[src/rtl/odport_pkg.sv]
package odport_pkg;

    typedef enum logic [1:0] {
        SRC_NONE = 2'd0,
        SRC_PORT = 2'd1,
        SRC_UART = 2'd2
    } pin_src_e;

    typedef struct packed {
        logic in_stby;
        logic floating;
    } stby_state_t;

endpackage

[src/rtl/odport_latch.sv]
module odport_latch #(
    parameter int NUM_PINS = 6
) (
    input  logic                clk,
    input  logic                rst_n,
    input  logic                wr_en,
    input  logic [NUM_PINS-1:0] wr_data,
    output logic [NUM_PINS-1:0] latch_q
);
    logic [NUM_PINS-1:0] latch_d;

    always_comb begin
        latch_d = latch_q;
        if (wr_en) begin
            latch_d = wr_data;
        end
    end

    always_ff @(posedge clk) begin
        if (!rst_n) begin
            latch_q <= '1;
        end else begin
            latch_q <= latch_d;
        end
    end
endmodule

[src/rtl/odport_stby.sv]
module odport_stby
    import odport_pkg::*;
(
    input  logic clk,
    input  logic rst_n,
    input  logic stby_req,
    input  logic stby_float_en,
    output logic in_stby,
    output logic floating
);
    stby_state_t st_d, st_q;

    always_comb begin
        st_d = st_q;
        st_d.in_stby = stby_req;
        if (!stby_req) begin
            st_d.floating = 1'b0;
        end else if (!st_q.in_stby) begin
            st_d.floating = stby_float_en;
        end
    end

    always_ff @(posedge clk) begin
        if (!rst_n) begin
            st_q <= '0;
        end else begin
            st_q <= st_d;
        end
    end

    assign in_stby  = st_q.in_stby;
    assign floating = st_q.floating;
endmodule

[src/rtl/odport_pin.sv]
module odport_pin
    import odport_pkg::*;
#(
    parameter bit HAS_UART = 1'b0
) (
    input  logic latch_bit,
    input  logic lcd_sel,
    input  logic uart_en,
    input  logic uart_tx,
    input  logic floating,
    input  logic pad_in,
    output logic pad_oe,
    output logic pad_out,
    output logic in_gated,
    output logic rd_bit
);
    pin_src_e src;
    logic     uart_act;

    assign uart_act = HAS_UART && uart_en && latch_bit && !lcd_sel;

    always_comb begin
        src = SRC_NONE;
        if (!floating && !lcd_sel) begin
            if (uart_act) begin
                src = SRC_UART;
            end else if (!latch_bit) begin
                src = SRC_PORT;
            end
        end
    end

    always_comb begin
        pad_oe  = 1'b0;
        pad_out = 1'b0;
        case (src)
            SRC_UART: begin
                pad_oe  = 1'b1;
                pad_out = uart_tx;
            end
            SRC_PORT: begin
                pad_oe  = 1'b1;
                pad_out = 1'b0;
            end
            default: begin
                pad_oe  = 1'b0;
                pad_out = 1'b0;
            end
        endcase
    end

    always_comb begin
        in_gated = floating ? 1'b0 : pad_in;
        if (floating) begin
            rd_bit = 1'b0;
        end else if (lcd_sel) begin
            rd_bit = latch_bit;
        end else begin
            rd_bit = pad_in;
        end
    end
endmodule

[src/rtl/odport_ctrl.sv]
module odport_ctrl #(
    parameter int NUM_PINS  = 6,
    parameter int UART_PINS = 2
) (
    input  logic                 clk,
    input  logic                 rst_n,
    input  logic                 wr_en,
    input  logic [NUM_PINS-1:0]  wr_data,
    output logic [NUM_PINS-1:0]  rd_data,
    input  logic [NUM_PINS-1:0]  lcd_sel,
    input  logic [UART_PINS-1:0] uart_en,
    input  logic [UART_PINS-1:0] uart_tx,
    input  logic                 stby_req,
    input  logic                 stby_float_en,
    input  logic [NUM_PINS-1:0]  pad_in,
    output logic [NUM_PINS-1:0]  pad_oe,
    output logic [NUM_PINS-1:0]  pad_out,
    output logic [NUM_PINS-1:0]  in_gated
);
    localparam int UART_BASE = NUM_PINS - UART_PINS;

    logic [NUM_PINS-1:0] latch_q;
    logic                in_stby;
    logic                floating;

    odport_latch #(.NUM_PINS(NUM_PINS)) latch_i (
        .clk     (clk),
        .rst_n   (rst_n),
        .wr_en   (wr_en),
        .wr_data (wr_data),
        .latch_q (latch_q)
    );

    odport_stby stby_i (
        .clk           (clk),
        .rst_n         (rst_n),
        .stby_req      (stby_req),
        .stby_float_en (stby_float_en),
        .in_stby       (in_stby),
        .floating      (floating)
    );

    for (genvar i = 0; i < NUM_PINS; i++) begin : g_pin
        if (i >= UART_BASE) begin : g_uart
            odport_pin #(.HAS_UART(1'b1)) pin_i (
                .latch_bit (latch_q[i]),
                .lcd_sel   (lcd_sel[i]),
                .uart_en   (uart_en[i-UART_BASE]),
                .uart_tx   (uart_tx[i-UART_BASE]),
                .floating  (floating),
                .pad_in    (pad_in[i]),
                .pad_oe    (pad_oe[i]),
                .pad_out   (pad_out[i]),
                .in_gated  (in_gated[i]),
                .rd_bit    (rd_data[i])
            );
        end else begin : g_plain
            odport_pin #(.HAS_UART(1'b0)) pin_i (
                .latch_bit (latch_q[i]),
                .lcd_sel   (lcd_sel[i]),
                .uart_en   (1'b0),
                .uart_tx   (1'b0),
                .floating  (floating),
                .pad_in    (pad_in[i]),
                .pad_oe    (pad_oe[i]),
                .pad_out   (pad_out[i]),
                .in_gated  (in_gated[i]),
                .rd_bit    (rd_data[i])
            );
        end
    end
endmodule

[config.mk]
export PLATFORM = sky130hd
export DESIGN_NAME = odport_ctrl
export DESIGN_NICKNAME = d
export VERILOG_FILES = /design/src/rtl/odport_pkg.sv /design/src/rtl/odport_latch.sv /design/src/rtl/odport_stby.sv /design/src/rtl/odport_pin.sv /design/src/rtl/odport_ctrl.sv
export SDC_FILE = /design/constraint.sdc
export NUM_CORES = 1
export LEC_CHECK = 0
export BUFFER_PORTS_ARGS = -buffer_cell sky130_fd_sc_hd__buf_2
export CELL_PAD_IN_SITES_DETAIL_PLACEMENT = 1
export CELL_PAD_IN_SITES_GLOBAL_PLACEMENT = 1
export CORE_MARGIN = 2
export CORE_UTILIZATION = 24
export CTS_CLUSTER_DIAMETER = 30
export DETAILED_ROUTE_END_ITERATION = 10
export PLACE_DENSITY_LB_ADDON = 0.15
export RECOVER_POWER = 25
export SLEW_MARGIN = 10
export SYNTH_ARGS = -nofsm -noshare
export SYNTH_HDL_FRONTEND = slang
export SYNTH_HIERARCHICAL = 1
export SYNTH_SLANG_ARGS = --single-unit
[constraint.sdc]
create_clock -name clk -period 2.65 [get_ports clk]
set_input_delay 0.265 -clock clk [delete_from_list [all_inputs] [get_ports clk]]
set_output_delay 0.265 -clock clk [all_outputs]
set_load 0.01 [all_outputs]
Word level (Yosys, flattened, before mapping)
Index checks and enable logic that the tools add are counted.

word-level totals
  register bits = 8
  output and inout port bits = 24

cells by class
  equal/unequal tests = 12
  multiplexer cells = 40
  reduce and logical (&&, ||, !) cells = 24

operator list
  cell                  count
  $mux W1               32
  $mux W2               8
  $eq A2 B1 Y1 const B  6
  $eq A2 B2 Y1 const B  6
  $reduce_or A2 Y1      6
  $logic_and A1 B1 Y1   10
  $logic_not A1 Y1      7
  $reduce_and A2 Y1     1

Logic depth before layout (Yosys ltp)
  word-level depth = 7
  depth in mapped cells = 4
  depth with buffers taken out = 4

By module
Netlist, hierarchy kept.

modules (own cells, without submodules)
  module                                    times used  cells an instance  area an instance (um2)  sequential area each (um2)
  odport_latch                              1           19                 214.0                   120.1
  odport_pin at g_pin[0].g_plain.pin_i ...  4           6                  36.3                    0.0
  odport_pin at g_pin[4].g_uart.pin_i ...   2           9                  60.1                    0.0
  odport_stby                               1           5                  65.1                    40.0
  odport_ctrl                               1           1                  3.8                     0.0

Worst setup path before layout
No wires, ideal clock.

  kind = register -> output
  start point = reg stby_i.st_q, in the netlist stby_i/floating
  end point = out pad_oe[4]
  data arrival time = 1.218 ns
  required time = 2.385 ns
  slack = 1.167 ns
  cell stages (with the launch flop) = 4
  path buffers = 0
  cell sequence = dfxtp_1 or3_1 ha_1 inv_1

between the ends
  longest elaborated chain between the ends = 6
  elaborated cells between the ends (all ways) = 7

RTL lines
  item                                          line               source
  from (decl)                                   odport_stby.sv:11  stby_state_t st_d, st_q;
  from (signal assigned)                        odport_stby.sv:27  st_q <= st_d;
  $logic_not A1 Y1 *                            odport_pin.sv:24   if (!floating && !lcd_sel) begin
  $logic_and A1 B1 Y1 *                         odport_pin.sv:24
  $mux W2 *                                     odport_pin.sv:24
  $eq A2 B1 Y1 or $eq A2 B2 Y1 (tied branches)  odport_pin.sv:36   case (src)
  $reduce_or A2 Y1 (no line) *                  n/a
  $mux W1 *                                     odport_pin.sv:36
  to (decl)                                     odport_ctrl.sv:16  output logic [NUM_PINS-1:0] pad_oe,

Mark *: on every way between the ends. The rest lies on a longest branch, timed or not.

Worst setup path after layout
Same ends and word-level chain as after synthesis.

==> impl_metrics.env <==
export IMPL_status="completed"
export IMPL_post_drt_wl_per_cell_um=10.3
export IMPL_cts_max_level=1
export IMPL_end_kind="output pin"
export IMPL_tightest_slew_ns=0.631
export IMPL_grt_use_total=0.109
export IMPL_drc=0
export IMPL_max_cap_violations=0
export IMPL_drt_total_wl_um=1420
export IMPL_layout_min_cycle_time_ns=1.93
export IMPL_fin_area_um2=790
export IMPL_hold_path_class="in -> reg"
export IMPL_dieArea_um2=2660
export IMPL_io_pin_count=51
export IMPL_critPathArrivalTime_ns=1.66
export IMPL_rows=17
export IMPL_gp_congestion=0.582
export IMPL_power_density_nw_per_um2=404
export IMPL_finalCritPeriodShare=0.728
export IMPL_port_buffer_count=46
export IMPL_leakage_uw=0.000455
export IMPL_vias_per_cell=4.30
export IMPL_relSlewSlack=0.579
export IMPL_worstSetupStartpointType="flop"
export IMPL_fillers=299
export IMPL_cts_tree="yes"
export IMPL_peakVddDrop_mv=0.171
export IMPL_post_cts_resized=0
export IMPL_vias=593
export IMPL_utilization=0.364
export IMPL_die_x_um=51.6
export IMPL_root_buffer="clkbuf_4"
export IMPL_avgSynthCellArea_um2=8.25
export IMPL_slew_viol_final=0
export IMPL_numCtsBuffers=3
export IMPL_antenna_found_initial=0
export IMPL_path_class="reg -> out"
export IMPL_grt_overflow=0
export IMPL_insertion_delay_ns=0.25
export IMPL_drtIter0Drc=4
export IMPL_clock_sinks=8
export IMPL_drive_above_1_share=0.464
export IMPL_start_util=0.251
export IMPL_grt_max_degree=22
export IMPL_syn_to_final_growth_pct=45.1
export IMPL_ys_warn_count=6
export IMPL_fin_nets=141
export IMPL_setup_viol=0
export IMPL_grt_pass1_wl_um=2130
export IMPL_place_area_um2=768
export IMPL_finClkSkew_ns=0.000131
export IMPL_final_setup_tns_ns=0
export IMPL_first_pass_iters=4
export IMPL_crit_path_max_fanout=21
export IMPL_clk_pin_slew_ns=0.05
export IMPL_syn_num_nets=95
export IMPL_core_um2=2170
export IMPL_cts_max_path_buffers=2
export IMPL_n_antenna_cell=0
export IMPL_syn_inst=66
export IMPL_rsz0062_at_grt="no"
export IMPL_cts_hold_buf=0
export IMPL_grt_pass1_vias=543
export IMPL_die_y_um=51.6
export IMPL_dp_hpwl_um=1160
export IMPL_synth_area_um2=544
export IMPL_clock_fmax_mhz=518
export IMPL_drtAntennaViolNets=0
export IMPL_totalPowerFinal_uw=319
export IMPL_worstPathRequired_ns=2.38
export IMPL_cts_setup_buffers=0
export IMPL_hold_viol_final=0
-- critical path, stage by stage, from the launching register on --
cell and delay (ns):
dfxtp_1 0.50, or3_1 0.45, ha_1 0.29, inv_1 0.05
buf_2 0.11
-- report_power, final --
group	switching, µW	internal [µW]
clock network	39.5	51.7
logic	44.8	47.9
registers	7.97	127
-- area by class of cell --
cell class                      count  area [µm²]  area share
Inverter                            2        7.51     0.00951
Tap cell                           28        35.0      0.0444
Timing Repair Buffer               46         229       0.290
Sequential cell                     8         160       0.203
Clock buffer                        3        22.5      0.0285
Multi-Input combinational cell     51         335       0.425
-- through the flow --
stage	worst slack [ns]	instances	hold slack (ns)
floorplan	1.17	66	0.327
global placement	0.998	135	0.481
detailed placement	0.968	135	0.490
CTS	0.682	138	0.221
global route	0.574	138	0.229
finish	0.721	138	0.232
-- registers in the layout, indices dropped and copies added, names as in the netlist --
name and count:
latch_i/latch_q 6, stby_i/floating 1, stby_i/in_stby 1
-- worst paths after layout --
path                                   startpoint                               to  slack (ns)  cells after the start
setup / recovery     stby_i/floating$_SDFFE_PN0N_                        pad_oe[4]        0.72                      4
hold / removal                         wr_data[5]  latch_i/latch_q[5]$_SDFFE_PN1P_        0.23                      3
setup reg to reg     stby_i/floating$_SDFFE_PN0N_     stby_i/floating$_SDFFE_PN0N_        1.55                      2
hold reg to reg   latch_i/latch_q[0]$_SDFFE_PN1P_  latch_i/latch_q[0]$_SDFFE_PN1P_        0.51                      2
-- layout by cell type, fill, tap and decap left out, drive strengths merged --
cell and count:
and2 3, and2b 2, buf 45, clkbuf 4, conb 4, dfxtp 8
ha 2, inv 2, mux2i 13, nand2 8, nor2 6, nor2b 5
nor3 6, or3 2
-- metal layers --
metal	track usage	routed length, µm	vias to the layer above
li1	-	-	296
met4	0.0921	19	0
met2	0.197	731	22
met5	0	0	-
met3	0.00862	89	2
met1	0.114	580	273
Power figures use the tool's default switching activity.
